### src/rtl/frame_pkg.sv
package frame_pkg;
   typedef enum logic [0:0] {
      ST_IDLE = 1'b0,
      ST_WB   = 1'b1
   } repl_state_e;
endpackage

### src/rtl/frame_table.sv
module frame_table #(
   parameter int FRAMES = 4,
   parameter int PAGE_W = 8,
   localparam int IDX_W = $clog2(FRAMES)
) (
   input  logic                           clk,
   input  logic                           rst_n,
   input  logic                           wr_en,
   input  logic [IDX_W-1:0]               wr_idx,
   input  logic [PAGE_W-1:0]              wr_page,
   input  logic                           wr_dirty,
   input  logic                           mark_en,
   input  logic [IDX_W-1:0]               mark_idx,
   output logic [FRAMES-1:0]              valid_vec,
   output logic [FRAMES-1:0]              dirty_vec,
   output logic [FRAMES-1:0][PAGE_W-1:0]  tag_vec
);
   for (genvar f = 0; f < FRAMES; f++) begin : g_frame
      always_ff @(posedge clk) begin
         if (!rst_n) begin
            valid_vec[f] <= 1'b0;
            dirty_vec[f] <= 1'b0;
            tag_vec[f]   <= '0;
         end else if (wr_en && wr_idx == IDX_W'(f)) begin
            valid_vec[f] <= 1'b1;
            dirty_vec[f] <= wr_dirty;
            tag_vec[f]   <= wr_page;
         end else if (mark_en && mark_idx == IDX_W'(f)) begin
            dirty_vec[f] <= 1'b1;
         end
      end
   end
endmodule

### src/rtl/frame_lookup.sv
module frame_lookup #(
   parameter int FRAMES = 4,
   parameter int PAGE_W = 8,
   localparam int IDX_W = $clog2(FRAMES)
) (
   input  logic [FRAMES-1:0]              valid_vec,
   input  logic [FRAMES-1:0][PAGE_W-1:0]  tag_vec,
   input  logic [PAGE_W-1:0]              page,
   output logic                           hit,
   output logic [IDX_W-1:0]               hit_idx,
   output logic                           any_free,
   output logic [IDX_W-1:0]               free_idx
);
   logic [FRAMES-1:0] match;

   for (genvar f = 0; f < FRAMES; f++) begin : g_cmp
      assign match[f] = valid_vec[f] && (tag_vec[f] == page);
   end

   always_comb begin
      hit      = |match;
      hit_idx  = '0;
      any_free = 1'b0;
      free_idx = '0;
      for (int i = FRAMES - 1; i >= 0; i--) begin
         if (match[i]) hit_idx = IDX_W'(i);
         if (!valid_vec[i]) begin
            any_free = 1'b1;
            free_idx = IDX_W'(i);
         end
      end
   end
endmodule

### src/rtl/fifo_age_ptr.sv
module fifo_age_ptr #(
   parameter int FRAMES = 4,
   localparam int IDX_W = $clog2(FRAMES)
) (
   input  logic             clk,
   input  logic             rst_n,
   input  logic             advance,
   output logic [IDX_W-1:0] oldest
);
   localparam logic [IDX_W-1:0] LAST = IDX_W'(FRAMES - 1);
   localparam bit POW2 = ((FRAMES & (FRAMES - 1)) == 0);

   if (POW2) begin : g_wrap_free
      always_ff @(posedge clk) begin
         if (!rst_n)       oldest <= '0;
         else if (advance) oldest <= oldest + 1'b1;
      end
   end else begin : g_wrap_cmp
      always_ff @(posedge clk) begin
         if (!rst_n)       oldest <= '0;
         else if (advance) oldest <= (oldest == LAST) ? '0 : oldest + 1'b1;
      end
   end
endmodule

### src/rtl/fifo_frame_replacer.sv
module fifo_frame_replacer #(
   parameter int FRAMES = 4,
   parameter int PAGE_W = 8,
   parameter int CNT_W  = 16,
   localparam int IDX_W = $clog2(FRAMES)
) (
   input  logic              clk,
   input  logic              rst_n,
   input  logic              req_valid,
   input  logic [PAGE_W-1:0] req_page,
   input  logic              req_store,
   output logic              req_ready,
   output logic              rsp_valid,
   output logic              rsp_hit,
   output logic [IDX_W-1:0]  rsp_frame,
   output logic              rsp_evict,
   output logic              rsp_wb,
   output logic [PAGE_W-1:0] rsp_victim,
   output logic              wb_req,
   output logic [PAGE_W-1:0] wb_page,
   input  logic              wb_ack,
   output logic [CNT_W-1:0]  hit_count,
   output logic [CNT_W-1:0]  fault_count
);
   import frame_pkg::*;

   if (FRAMES < 2)  begin : g_bad_frames $error("FRAMES must be at least 2"); end
   if (PAGE_W < 1)  begin : g_bad_page   $error("PAGE_W must be positive");  end
   if (CNT_W < 4)   begin : g_bad_cnt    $error("CNT_W must be at least 4"); end

   repl_state_e              state;
   logic [FRAMES-1:0]        valid_vec, dirty_vec;
   logic [FRAMES-1:0][PAGE_W-1:0] tag_vec;
   logic                     hit, any_free;
   logic [IDX_W-1:0]         hit_idx, free_idx, oldest;
   logic                     accept;
   logic                     wr_en, wr_dirty, mark_en, advance;
   logic [IDX_W-1:0]         wr_idx;
   logic [PAGE_W-1:0]        wr_page;
   logic [PAGE_W-1:0]        pend_page;
   logic                     pend_store;
   logic                     wb_done;

   assign req_ready = (state == ST_IDLE);
   assign wb_req    = (state == ST_WB);
   assign accept    = req_valid && req_ready;
   assign wb_done   = wb_req && wb_ack;

   frame_table #(.FRAMES(FRAMES), .PAGE_W(PAGE_W)) u_table (
      .clk(clk), .rst_n(rst_n),
      .wr_en(wr_en), .wr_idx(wr_idx), .wr_page(wr_page), .wr_dirty(wr_dirty),
      .mark_en(mark_en), .mark_idx(hit_idx),
      .valid_vec(valid_vec), .dirty_vec(dirty_vec), .tag_vec(tag_vec)
   );

   frame_lookup #(.FRAMES(FRAMES), .PAGE_W(PAGE_W)) u_lookup (
      .valid_vec(valid_vec), .tag_vec(tag_vec), .page(req_page),
      .hit(hit), .hit_idx(hit_idx), .any_free(any_free), .free_idx(free_idx)
   );

   fifo_age_ptr #(.FRAMES(FRAMES)) u_age (
      .clk(clk), .rst_n(rst_n), .advance(advance), .oldest(oldest)
   );

   // Table update decisions for the current cycle.
   always_comb begin
      wr_en    = 1'b0;
      wr_idx   = oldest;
      wr_page  = req_page;
      wr_dirty = req_store;
      mark_en  = 1'b0;
      advance  = 1'b0;
      if (wb_done) begin
         wr_en    = 1'b1;
         wr_page  = pend_page;
         wr_dirty = pend_store;
         advance  = 1'b1;
      end else if (accept) begin
         if (hit) begin
            mark_en = req_store;
         end else if (any_free) begin
            wr_en  = 1'b1;
            wr_idx = free_idx;
         end else if (!dirty_vec[oldest]) begin
            wr_en   = 1'b1;
            advance = 1'b1;
         end
      end
   end

   always_ff @(posedge clk) begin
      if (!rst_n) begin
         state       <= ST_IDLE;
         pend_page   <= '0;
         pend_store  <= 1'b0;
         wb_page     <= '0;
         rsp_valid   <= 1'b0;
         rsp_hit     <= 1'b0;
         rsp_frame   <= '0;
         rsp_evict   <= 1'b0;
         rsp_wb      <= 1'b0;
         rsp_victim  <= '0;
         hit_count   <= '0;
         fault_count <= '0;
      end else begin
         rsp_valid <= 1'b0;
         if (wb_done) begin
            state      <= ST_IDLE;
            rsp_valid  <= 1'b1;
            rsp_hit    <= 1'b0;
            rsp_frame  <= oldest;
            rsp_evict  <= 1'b1;
            rsp_wb     <= 1'b1;
            rsp_victim <= wb_page;
         end else if (accept) begin
            rsp_hit    <= hit;
            rsp_evict  <= 1'b0;
            rsp_wb     <= 1'b0;
            rsp_victim <= '0;
            if (hit) begin
               hit_count <= hit_count + 1'b1;
               rsp_valid <= 1'b1;
               rsp_frame <= hit_idx;
            end else begin
               fault_count <= fault_count + 1'b1;
               if (any_free) begin
                  rsp_valid <= 1'b1;
                  rsp_frame <= free_idx;
               end else if (dirty_vec[oldest]) begin
                  state      <= ST_WB;
                  pend_page  <= req_page;
                  pend_store <= req_store;
                  wb_page    <= tag_vec[oldest];
               end else begin
                  rsp_valid  <= 1'b1;
                  rsp_frame  <= oldest;
                  rsp_evict  <= 1'b1;
                  rsp_victim <= tag_vec[oldest];
               end
            end
         end
      end
   end
endmodule

### config.mk
export PLATFORM = sky130hd
export DESIGN_NAME = fifo_frame_replacer
export DESIGN_NICKNAME = d
export VERILOG_FILES = /design/src/rtl/frame_pkg.sv /design/src/rtl/frame_table.sv /design/src/rtl/frame_lookup.sv /design/src/rtl/fifo_age_ptr.sv /design/src/rtl/fifo_frame_replacer.sv
export SDC_FILE = /design/constraint.sdc
export NUM_CORES = 1
export LEC_CHECK = 0
export ABC_AREA = 1
export BUFFER_PORTS_ARGS = -buffer_cell sky130_fd_sc_hd__clkbuf_2
export CORE_MARGIN = 3
export CORE_UTILIZATION = 50
export CTS_BUF_LIST = sky130_fd_sc_hd__clkbuf_4 sky130_fd_sc_hd__clkbuf_8
export CTS_CLUSTER_DIAMETER = 100
export DETAILED_ROUTE_END_ITERATION = 8
export PLACE_DENSITY = 0.71
export SLEW_MARGIN = 15
export SYNTH_ARGS = -nofsm -noshare
export SYNTH_HDL_FRONTEND = slang
export SYNTH_SLANG_ARGS = --single-unit
export TNS_END_PERCENT = 30
### constraint.sdc
create_clock -name clk -period 2.8 [get_ports clk]
set_input_delay 0.84 -clock clk [delete_from_list [all_inputs] [get_ports clk]]
set_output_delay 0.84 -clock clk [all_outputs]
set_load 0.01 [all_outputs]
======== Word level (Yosys, flattened, before mapping) ========
Index checks and enable logic that the tools add are counted.
operators by class
  mux-type cells .......................... 59
  reduce and logical (&&, ||, !) cells .... 28
  bitwise operators ....................... 5
  equal/unequal tests ..................... 11
  $add $sub $neg .......................... 3
  order comparisons ....................... 1
operators by type and width
  cell                                                                  count
  8-bit two-way mux                                                     7
  2-bit two-way mux                                                     17
  1-bit two-way mux                                                     33
  16-bit by 1-bit adder with 16-bit output, second input constant       2
  8-bit == test                                                         4
  8-bit binary-select mux with 2-bit select                             1
  1-bit logical AND                                                     14
  2-bit nonzero test                                                    5
  2-bit == test, second input constant                                  4
  3-bit AND reduction                                                   2
  1-bit inverter                                                        5
  5-bit AND reduction                                                   1
  2-bit by 1-bit == test with 1-bit output, second input constant       2
  2-bit logical NOT                                                     2
  4-bit != test, second input constant                                  1
  4-bit AND reduction                                                   1
  4-bit OR reduction                                                    1
  2-bit by 3-bit < comparator with 1-bit output, second input constant  1
  2-bit by 1-bit adder with 2-bit output, second input constant         1
  1-bit binary-select mux with 2-bit select                             1
  2-bit AND reduction                                                   1
  2-bit OR reduction                                                    1
storage, ports and cells
  input port bits ......................... 13
  logic and storage cells ................. 132
  flip-flop bits (word level) ............. 106
  output and inout port bits .............. 56

======== Longest topological paths before layout ========
Gate-level depths: netlist of run 1.
  depth in word-level cells ............... 11
  mapped depth ............................ 18
  mapped depth without buffers ............ 15

======== By module ========
From an unflattened synthesis of run 1, not the netlist that was laid out.
unflattened totals
  cell total of the unflattened synthesis .. 897
  area total of the unflattened synthesis .. 5602.9 um2
by module, submodules not included
  module               seq. area each (um2)  area each (um2)  instances  cells an instance
  fifo_frame_replacer  1281.2                3255.6           1          511
  frame_table          800.8                 1624.1           1          237
  frame_lookup         0.0                   650.6            1          139
  fifo_age_ptr         40.0                  72.6             1          10

======== Worst setup path before layout of run 1 ========
Ideal clock, no wire load.
  path kind ............................... input port to flip-flop
  start point ............................. input port req_page[7]
  end point ............................... register u_table.tag_vec[7] in the netlist's numbering
  path buffers ............................ 3
  arrival ................................. 2.340 ns
  setup time .............................. 0.113 ns
  cell stages on the path ................. 15
  required time ........................... 2.687 ns
  path slack .............................. 0.347 ns
  cell sequence ........................... buf_4 inv_4 or2_1 nand4_1 nor2_2 nor2_2 nand3_2 buf_6 nand2_2 nand2_4 inv_2 buf_2 nand4_1 nand2_1 nor2_1
on the way
  cells in the longest elaborated chain, start to end .. 8
  elaborated cells on any way between the ends .. 18
  those cells by class .................... eq/ne (4); mux (7); reduce/logical (7)
ends and longest elaborated chain
  element                        line                       RTL
  start, declared                fifo_frame_replacer.sv:10  input logic [PAGE_W-1:0] req_page,
  8-bit == test                  frame_lookup.sv:17         assign match[f] = valid_vec[f] && (tag_vec[f] == page);
  1-bit logical AND              frame_lookup.sv:17
  4-bit OR reduction             frame_lookup.sv:21         hit = |match;
  2-bit two-way mux              fifo_frame_replacer.sv:79  if (hit) begin
  2-bit two-way mux              fifo_frame_replacer.sv:78  end else if (accept) begin
  2-bit two-way mux              fifo_frame_replacer.sv:73  if (wb_done) begin
  2-bit logical NOT              frame_table.sv:24          end else if (wr_en && wr_idx == IDX_W'(f)) begin
  1-bit logical AND              frame_table.sv:24
  end signal, assigned by index  frame_table.sv:27          tag_vec[f] <= wr_page;
  end, declared                  frame_table.sv:16          output logic [FRAMES-1:0][PAGE_W-1:0] tag_vec
Several ways; a longest one is shown, not always the timed one.
A chain may end at the register's enable or synchronous reset.

======== Worst setup path after layout of run 1 ========
  start point ............................. input port req_page[7]
  end point ............................... register u_table.tag_vec[16] in the netlist's numbering
on the way
  cells in the longest elaborated chain, start to end .. 8
  elaborated cells on any way between the ends .. 17
  those cells by class .................... eq/ne (5); mux (6); reduce/logical (6)
ends and longest elaborated chain
  element                 line
  8-bit == test           frame_lookup.sv:17
  1-bit logical AND       frame_lookup.sv:17
  4-bit OR reduction (*)  frame_lookup.sv:21
  2-bit two-way mux       fifo_frame_replacer.sv:79
  2-bit two-way mux       fifo_frame_replacer.sv:78
  2-bit two-way mux       fifo_frame_replacer.sv:73
  2-bit == test           frame_table.sv:24
  1-bit logical AND (*)   frame_table.sv:24
Mark *: on every way between the ends. The rest lies on a longest branch, timed or not.

==> impl_metrics.py, run 1 <==
metrics = {
    "outcome": {
        "status": "complete, no violations",
    },
    "finish": {
        "fill_cells": 1151,
        "antenna_cells": 0,
        "areaGrowthSynthToFinish_pct": 13.4,
        "final_cell_area_sq_um": 6850,
        "drive_gt1_frac": 0.163,
        "nNetsFinal": 1055,
        "instances_no_fill": 1188,
    },
    "global_routing": {
        "grt_start_max_net_pins": 76,
        "grt_util_met3": 0.0606,
        "grt_use_total": 0.258,
        "met1_usage": 0.348,
        "grt_busiest_layer": "met2",
        "grt_pass1_wl_mm": 27.3,
        "grt_overflow": 0,
        "grt_pass1_vias": 5465,
        "met2_usage": 0.403,
        "antenna_found_initial": 0,
    },
    "timing": {
        "fin_worst_skew_ns": 0.0164,
        "hold_viol": 0,
        "tightest_slew_ns": 0.770,
        "maxSlewViolCount": 0,
        "setup_viol": 0,
        "period_needed_ns": 2.36,
        "finalCritPeriodShare": 0.844,
        "max_freq_mhz": 423,
        "whs_ns": 0.462,
        "slew_headroom": 0.487,
        "rsz0062_at_grt": "false",
        "finalSetupTns_ns": 0,
    },
    "place": {
        "numPortBuffers": 68,
        "placed_cell_area_sq_um": 6670,
        "dp_cells": 1172,
        "dp_hpwl_mm": 12.4,
        "gp_congestion": 0.967,
    },
    "logic_synthesis": {
        "yosys-top-cells-area": "dfxtp_1 35%, nand2_1 17%, nor2_1 8.2%, inv_1 6.3%, a21oi_1 5.5%",
        "synth_cells": 961,
        "synthTopCellsByCount": "274 x nand2_1, 132 x nor2_1, 106 x dfxtp_1, 101 x inv_1, 66 x a21oi_1",
        "yosys_warnings": 0,
        "synth_top_cell_area_share": 0.352,
        "synth.most_common_cell": "nand2_1",
        "synth.avg_cell_area_sq_um": 6.28,
        "ys.flop_type": "dfxtp_1",
        "synth_edf_count": 0,
        "yosysSeqAreaShare": 0.352,
        "syn-num-nets": 976,
        "ys_types": 39,
        "async_flop_share": 0,
        "ys_ff_latch": 106,
        "yosys.area.top_type": "dfxtp_1",
        "synthesis.area_sq_um": 6040,
    },
    "drt": {
        "drtIter0Drc": 583,
        "routedWlPerCell_um": 14.2,
        "first_pass_iters": 5,
        "ant_nets": 0,
        "routed_via_density": 5.28,
        "drc_errors": 0,
        "wl_mm": 16.9,
        "vias": 6270,
    },
    "pwr": {
        "p_per_area_nw_per_um2": 410,
        "power_leakage_nw": 3.07,
        "p_int_mw": 2.01,
        "ir_drop_uv": 486,
        "combinationalPowerShare": 0.122,
        "clkPwrFrac": 0.324,
        "switchingPower_uw": 790,
        "swShare": 0.282,
        "seq_power_share": 0.554,
    },
    "hold_path": {
        "hold_class": "reg2reg",
    },
    "clock_tree": {
        "cts.sinks": 106,
        "clock-root-buffer": "clkbuf_8",
        "cts_max_path_buffers": 2,
        "cts_made_buffers": 9,
        "post_cts_buffers": 0,
        "insertion_delay_ns": 0.40,
        "cts-resized-gates": 0,
        "cts_tree": "built",
        "hold_buffers": 0,
        "clk_pin_slew_ns": 0.10,
        "htreeDepth": 3,
    },
    "setup_path": {
        "path_cells": "clkbuf_2 -> inv_4 -> or2_1 -> nand2_1 -> nor2_1 -> nand3_2 -> nand2_2 -> nor2_4 -> buf_4 -> nand3_1 -> nand2_4 -> nand2_1 -> nor2_4 -> nor2_1 -> nor2_1",
        "rrSetupSlack_ns": 0.58,
        "crit_required_ns": 3.12,
        "critPathMaxStageDelay_ns": 0.29,
        "cp.arrival_ns": 2.69,
        "critPathMaxFanout": 10,
        "crit_family": "simple AND/OR/NAND/NOR gates",
        "crit_path_end_kind": "flop",
        "slowest_stage": "nor2_4",
        "crit_buf_inv": 3,
        "path_class": "in2reg",
        "startpoint_type": "input pin",
        "crit_top_cell": "nor2_1",
    },
    "floorplan": {
        "die_height_um": 116,
        "die_w_um": 116,
        "initial_utilization": 0.520,
        "io_pins": 69,
        "rows": 39,
        "placeableCoreArea_sq_um": 11600,
        "dieArea_sq_um": 13400,
    },
    "job": {
        "maxCapViolations": 0,
    },
}
## flip-flops by register name, summed over array words and instances, names as in the netlist, 2 cells and up
register,count
u_age.oldest,2
u_table.valid_vec,4
rsp_frame,2
u_table.tag_vec,32
fault_count,16
hit_count,16
wb_page,8
u_table.dirty_vec,4
pend_page,8
rsp_victim,8
## power groups by stage
stage                     Sequential [mW]  Clock [mW]  Combinational (mW)
after floorplan                      1.59           0               0.231
after global placement               1.59           0               0.336
after detailed placement             1.59           0               0.337
after CTS                            1.55       0.927               0.338
after global routing                 1.56       0.995               0.384
final                                1.55       0.909               0.341
## tightest hold or removal path, stage by stage, from the launching register on
cell	delay, ns
dfxtp_1	0.31
inv_1	0.06
a21oi_1	0.06
## area by class of cell
type | instances | area, sq um | share of cell area
clock buffers | 12 | 153 | 0.0223
clock inverters | 4 | 26.3 | 0.00384
inverters | 117 | 442 | 0.0645
multi-input cells | 699 | 3270 | 0.477
flip-flops and latches | 106 | 2120 | 0.310
well taps | 143 | 179 | 0.0261
repair buffers | 107 | 658 | 0.0961
## per-stage QoR
stage,total power [mW],worst slack [ns],utilization
after global placement,1.92,0.0896,0.574
final,2.80,0.437,0.589
after floorplan,1.82,0.347,-
after CTS,2.82,0.469,0.589
after detailed placement,1.93,0.0562,0.574
after global routing,2.94,0.219,0.589
## layout by cell type, fill, tap and decap left out, types with 10 or more instances in the layout
cell / n
a21oi_1: 66
a31oi_1: 10
buf_4: 37
clkbuf_2: 68
clkbuf_8: 10
dfxtp_1: 106
inv_1: 101
inv_2: 14
nand2_1: 274
nand2_2: 10
nand3_1: 31
nand4_1: 39
nor2_1: 132
nor2_2: 11
nor3_1: 12
o21ai_0: 62
xor2_1: 11
## cell families (layout without fill, tap and decap cells)
family	count (synthesis)	count (layout)	share of synthesized area
adder cells (fa/ha/maj)	2	2	0.00414
XOR/XNOR	17	17	0.0247
AO/OA/AOI/OAI	146	146	0.126
flip-flops	106	106	0.352
buffers and inverters	156	240	0.108
AND/OR/NAND/NOR	534	534	0.386
## metal layers
layer	vias up	share of wire	wire length [um]
li1	3225	-	-
met1	2804	0.46	7720
met2	199	0.46	7710
met3	42	0.060	1020
met4	0	0.028	467
met5	-	0	0
## final timing paths
| kind | start | to | cells after the start |
|---|---|---|---|
| setup / recovery | req_page[7] | u_table.tag_vec[16]$_SDFFE_PN0P_ | 15 |
| hold / removal | pend_store$_SDFFE_PN0P_ | pend_store$_SDFFE_PN0P_ | 2 |
| setup reg to reg | u_age.oldest[0]$_SDFFE_PN0P_ | u_table.tag_vec[27]$_SDFFE_PN0P_ | 12 |
| hold reg to reg | pend_store$_SDFFE_PN0P_ | pend_store$_SDFFE_PN0P_ | 2 |
(Power assumes the default switching activity.)
==> run 2, diff against run 1 <==
Settings changed: PLACE_DENSITY 0.71 to 0.74.
Clock period 2.8 ns to 2.1 ns, I/O delays scaled along.
==> run 2 against run 1 <==
  * Core utilization rose by 5.2 points
  * Count of clock-buffer cells in the layout fell by 2
  * Total power rose by 41%
  * Non-clock buffer count rose by 43
  * Clock power rose by 46%
  * Routed wire length rose by 3.5%
  * Die area did not move
  * Hold slack got worse by 0.0087 ns
  * Combinational power rose by 59%
  * First-iteration DRC count fell by 13%
  * Largest cell class unchanged
==> impl_metrics.py, run 2 (same netlist as run 1, synthesis figures left out) <==
metrics = {
    "outcome": {
        "status": "complete, no violations",
    },
    "place": {
        "pre_cts_slack_ns": -0.385,
        "gp_congestion": 0.946,
        "dp_hpwl_mm": 12.7,
        "dp_cells": 1210,
        "placed_cell_area_sq_um": 6970,
        "numPortBuffers": 68,
    },
    "finish": {
        "reg_top3": "u_table.tag_vec (32), fault_count (16), hit_count (16)",
        "antenna_cells": 0,
        "areaGrowthSynthToFinish_pct": 23.5,
        "final_common_cell": "nand2_1",
        "regMostFlops": "u_table.tag_vec",
        "instances_no_fill": 1232,
        "final_cell_area_sq_um": 7450,
        "regArea_sq_um": 2130,
        "multi_input_area_sq_um": 3450,
        "layout_common_cells": "262 x nand2_1, 117 x nor2_1, 100 x dfxtp_1",
        "largest_reg_flops": 32,
        "fill_cells": 1111,
        "nNetsFinal": 1099,
        "drive_gt1_frac": 0.238,
    },
    "setup_path": {
        "worstReg2RegStart": "u_table.tag_vec[27]$_SDFFE_PN0P_",
        "rrSetupSlack_ns": 0.09,
        "startpoint_type": "input pin",
        "crit_path_end_kind": "flop",
        "cp.arrival_ns": 2.37,
        "critPathMaxFanout": 10,
        "path_class": "in2reg",
        "cp-startpoint": "req_page[7]",
        "crit_required_ns": 2.43,
    },
    "hold_path": {
        "hold_class": "reg2reg",
        "hp-start": "pend_store$_SDFFE_PN0P_",
    },
    "floorplan": {
        "io_pins": 69,
        "die_height_um": 116,
        "die_w_um": 116,
        "dieArea_sq_um": 13400,
        "rows": 39,
        "placeableCoreArea_sq_um": 11600,
        "initial_utilization": 0.520,
    },
    "clock_tree": {
        "clock-root-buffer": "clkbuf_8",
        "clk_pin_slew_ns": 0.10,
        "cts.sinks": 106,
        "cts_max_path_buffers": 2,
        "cts_made_buffers": 9,
        "cts_tree": "built",
        "hold_buffers": 0,
        "insertion_delay_ns": 0.39,
        "htreeDepth": 3,
    },
    "timing": {
        "hold_viol": 0,
        "worst_slack_ns": 0.0622,
        "period_needed_ns": 2.04,
        "maxSlewViolCount": 0,
        "finalSetupTns_ns": 0,
        "finalCritPeriodShare": 0.970,
        "setup_viol": 0,
        "rsz0062_at_grt": "true",
        "slew_headroom": 0.609,
        "fin_worst_skew_ns": 0.0188,
        "tightest_slew_ns": 0.581,
        "max_freq_mhz": 491,
    },
    "drt": {
        "first_pass_iters": 6,
        "drtIter0Drc": 507,
        "routed_via_density": 5.31,
        "vias": 6547,
        "ant_nets": 0,
        "drc_errors": 0,
        "routedWlPerCell_um": 14.2,
        "wl_mm": 17.5,
    },
    "global_routing": {
        "grt_use_total": 0.259,
        "grt_pass1_wl_mm": 27.9,
        "grt_start_max_net_pins": 56,
        "grt_overflow": 0,
        "grt_pass1_vias": 5772,
        "antenna_found_initial": 0,
    },
    "pwr": {
        "power_leakage_nw": 3.34,
        "ir_drop_uv": 389,
        "p_per_area_nw_per_um2": 529,
        "power_mw": 3.94,
    },
    "job": {
        "maxCapViolations": 0,
    },
}
[run 2: cell count changes in the layout (fill, tap and decap cells not counted), moves of 6 or more]
cell / previous run / this run
nand2_2: 10 / 20
nor2_4: 3 / 9
buf_6: 0 / 6
nand3_2: 4 / 11
nand2_1: 274 / 262
dfxtp_1: 106 / 100
buf_4: 37 / 72
nand3_1: 31 / 24
nor2_2: 11 / 20
nor2_1: 132 / 117
dfxtp_2: 0 / 6
[run 2: final cells by class]
cell class | instances | area share
multi-input combinational | 700 | 0.462
sequential | 106 | 0.286
timing repair buffer | 150 | 0.139
inverter | 117 | 0.0616
tap | 143 | 0.0240
clock buffer | 10 | 0.0176
clock inverter | 6 | 0.00990
[run 2: routing by layer]
layer | track usage | vias up | routed length (um)
li1 | - | 3317 | -
met1 | 0.346 | 2979 | 7740
met2 | 0.425 | 217 | 8180
met3 | 0.0392 | 34 | 1090
met4 | 0.0920 | 0 | 489
met5 | 0 | - | 0
[run 2: timing repair]
item	4_1_cts	5_1_grt
setup endpoints to repair	0	86
buffers inserted	0	6
resized for setup	0	79
hold endpoints to repair	0	0
[run 2: worst paths after layout]
kind,end,depth (start not counted)
worst min register to register,pend_store$_SDFFE_PN0P_,2
worst max-delay path,u_table.tag_vec[31]$_SDFFE_PN0P_,13
worst max register to register,u_table.tag_vec[31]$_SDFFE_PN0P_,14
worst min-delay path,pend_store$_SDFFE_PN0P_,2
[run 2: metrics by stage]
| stage | utilization | hold WS (ns) |
|---|---|---|
| 3_3_place_gp | 0.601 | 0.437 |
| 5_1_grt | 0.642 | 0.471 |
| 2_1_floorplan | - | 0.425 |
| 6_report | 0.642 | 0.454 |
| 4_1_cts | 0.618 | 0.455 |
| 3_5_place_dp | 0.601 | 0.441 |
[run 2: critical path: stages]
cell and delay (ns):
clkbuf_4 0.15, buf_4 0.15, xnor2_1 0.22, nand4_1 0.14, nor2_2 0.18, nor2_4 0.06, nand3_4 0.13, nand2_4 0.09
nand2_8 0.14, nand3_2 0.22, nand2_1 0.12, inv_1 0.04, nor2_1 0.08
[run 2: report_power, final]
part / internal, mW / leakage [nW] / total, mW / switching (mW)
Sequential: 2.04 / 0.861 / 2.07 / 0.0277
Clock: 0.580 / 0.0984 / 1.33 / 0.749
Combinational: 0.204 / 2.38 / 0.542 / 0.338
Total: 2.83 / 3.34 / 3.94 / 1.11
==> run 3, diff against run 2 <==
Settings changed: CELL_PAD_IN_SITES_DETAIL_PLACEMENT from default to 1, CELL_PAD_IN_SITES_GLOBAL_PLACEMENT from default to 2, CORE_UTILIZATION 50 to 29, PLACE_DENSITY 0.74 to 0.78.
==> run 3 against run 2 <==
  * Cell count grew 12%
  * Largest power group unchanged
  * Non-clock buffer count grew 20
  * Clock skew shrank 0.0067 ns
  * Combinational power grew 8.9%
==> impl_metrics.py, run 3 (same netlist as run 1, synthesis figures left out) <==
metrics = {
    "clock_tree": {
        "cts.sinks": 106,
        "cts_tree": "built",
        "cts_max_path_buffers": 2,
        "insertion_delay_ns": 0.40,
        "hold_buffers": 0,
        "clk_pin_slew_ns": 0.11,
        "clock-root-buffer": "clkbuf_8",
        "htreeDepth": 3,
        "cts_made_buffers": 9,
    },
    "setup_path": {
        "worstReg2RegStart": "u_table.tag_vec[27]$_SDFFE_PN0P_",
        "crit_required_ns": 2.43,
        "critPathMaxFanout": 6,
        "crit_path_end_kind": "flop",
        "rr_worst_depth": 15,
        "timing.rr.end": "u_table.tag_vec[17]$_SDFFE_PN0P_",
        "path_class": "in2reg",
        "startpoint_type": "input pin",
        "cp.arrival_ns": 2.39,
        "rrSetupSlack_ns": 0.05,
    },
    "outcome": {
        "status": "complete, no violations",
    },
    "timing": {
        "hold_viol": 0,
        "finalCritPeriodShare": 0.985,
        "slew_headroom": 0.530,
        "maxSlewViolCount": 0,
        "fin_worst_skew_ns": 0.0121,
        "rsz0062_at_grt": "true",
        "setup_viol": 0,
        "max_freq_mhz": 483,
        "tightest_slew_ns": 0.698,
        "period_needed_ns": 2.07,
    },
    "drt": {
        "ant_nets": 0,
        "first_pass_iters": 5,
        "drc_errors": 0,
        "wl_mm": 22.8,
        "routedWlPerCell_um": 16.6,
        "drtIter0Drc": 351,
        "vias": 6667,
        "routed_via_density": 4.83,
    },
    "finish": {
        "antenna_cells": 0,
        "final_common_cell": "nand2_1",
        "areaGrowthSynthToFinish_pct": 30.5,
        "postLayoutCoreUtil": 0.387,
        "final_cell_area_sq_um": 7880,
        "regMostFlops": "u_table.tag_vec",
        "layout_common_cells": "253 x nand2_1, 116 x nor2_1, 95 x inv_1",
        "nNetsFinal": 1119,
        "drive_gt1_frac": 0.283,
        "instances_no_fill": 1379,
        "largest_reg_flops": 32,
        "reg_top3": "u_table.tag_vec (32), fault_count (16), hit_count (16)",
    },
    "floorplan": {
        "io_pins": 69,
        "die_w_um": 150,
        "dieArea_sq_um": 22600,
        "rows": 52,
        "placeableCoreArea_sq_um": 20400,
        "die_height_um": 150,
        "initial_utilization": 0.296,
    },
    "global_routing": {
        "grt_util_met3": 0.0274,
        "met1_usage": 0.269,
        "grt_use_total": 0.204,
        "grt_pass1_vias": 6569,
        "grt_pass1_wl_mm": 36.0,
        "grt_overflow": 0,
        "grt_start_max_net_pins": 66,
        "antenna_found_initial": 0,
        "grt_busiest_layer": "met2",
        "met2_usage": 0.343,
    },
    "pwr": {
        "swShare": 0.311,
        "clkPwrFrac": 0.326,
        "power_leakage_nw": 3.47,
        "seq_power_share": 0.525,
        "p_int_mw": 2.73,
        "p_per_area_nw_per_um2": 503,
        "combinationalPowerShare": 0.149,
        "switchingPower_mw": 1.23,
        "ir_drop_uv": 276,
    },
    "place": {
        "dp_cells": 1352,
        "dp_hpwl_mm": 17.0,
        "placed_cell_area_sq_um": 7300,
        "gp_congestion": 0.939,
        "numPortBuffers": 68,
    },
    "hold_path": {
        "hp-start": "rsp_wb$_SDFFE_PN0P_",
        "hold_end": "rsp_wb$_SDFFE_PN0P_",
        "hold_class": "reg2reg",
        "hold_depth": 2,
    },
    "job": {
        "maxCapViolations": 0,
    },
}
## run 3: changes by cell type in the layout (fill, tap and decap cells not counted), sizes merged
| cell | change |
|---|---|
| buf | +22 |
| clkbuf | -3 |
| inv | +3 |
| clkinvlp | -2 |
| bufinv | -1 |
| clkinv | +1 |
## run 3: layout make-up
type,instances,area [sq um]
fill,2677,12500
sequential,106,2150
clock buffer,9,124
tap,270,338
multi-input combinational,700,3490
clock inverter,7,58.8
inverter,117,464
timing repair buffer,170,1250
## run 3: metrics by stage
step	TNS (ns)	hold slack [ns]	power, mW	worst slack [ns]
final	0	0.468	3.96	0.0309
after global routing	-4.71	0.498	4.16	-0.125
after CTS	-0.112	0.465	3.97	-0.0288
after detailed placement	-39.76	0.449	2.66	-0.538
after global placement	-37.72	0.437	2.66	-0.533
after floorplan	-2.22	0.425	2.43	-0.0706
## run 3: repair_timing
| action | in CTS | in global routing |
|---|---|---|
| gates resized for setup | 9 | 116 |
| gates cloned | 1 | 0 |
| buffers inserted | 0 | 10 |
| pin swaps | 1 | 29 |
| endpoints found under the setup margin | 37 | 86 |
## run 3: power groups by stage
| stage | clock [mW] | combinational [mW] | sequential [mW] |
|---|---|---|---|
| 3_5_place_dp | 0 | 0.541 | 2.12 |
| 6_report | 1.29 | 0.590 | 2.08 |
| 4_1_cts | 1.34 | 0.548 | 2.08 |
| 2_1_floorplan | 0 | 0.314 | 2.11 |
| 5_1_grt | 1.42 | 0.657 | 2.09 |
| 3_3_place_gp | 0 | 0.534 | 2.12 |
## run 3: critical path, stage by stage
cell,delay [ns]
buf_6,0.10
inv_4,0.04
buf_4,0.13
nand2_1,0.06
nand2_1,0.08
nor2_4,0.13
nand3_1,0.10
nor2_1,0.18
nor2_2,0.09
nand3_4,0.14
nand2_2,0.08
nand2_4,0.13
nand2_1,0.10
nor2_4,0.11
buf_6,0.13
nor2_1,0.04
nor2_1,0.10
## run 3: per-layer routing
metal / part of all wire / vias to the layer above
met2: 0.48 / 117
met3: 0.038 / 36
li1: - / 3358
met4: 0.032 / 0
met1: 0.45 / 3156
met5: 0 / -
## run 3: how the worst max path moves through the flow
stage,startpoint,endpoint,slack (ns),cells after the start
3_3_place_gp,req_page[6],u_table.tag_vec[6]$_SDFFE_PN0P_,-0.53,15
6_report,req_page[3],u_table.tag_vec[17]$_SDFFE_PN0P_,0.03,17
3_5_place_dp,req_page[6],u_table.tag_vec[6]$_SDFFE_PN0P_,-0.54,15
4_1_cts,u_age.oldest[1]$_SDFFE_PN0P_,u_table.tag_vec[24]$_SDFFE_PN0P_,-0.03,13
5_1_grt,u_table.tag_vec[28]$_SDFFE_PN0P_,u_table.tag_vec[17]$_SDFFE_PN0P_,-0.12,15
2_1_floorplan,req_page[7],u_table.tag_vec[30]$_SDFFE_PN0P_,-0.07,16
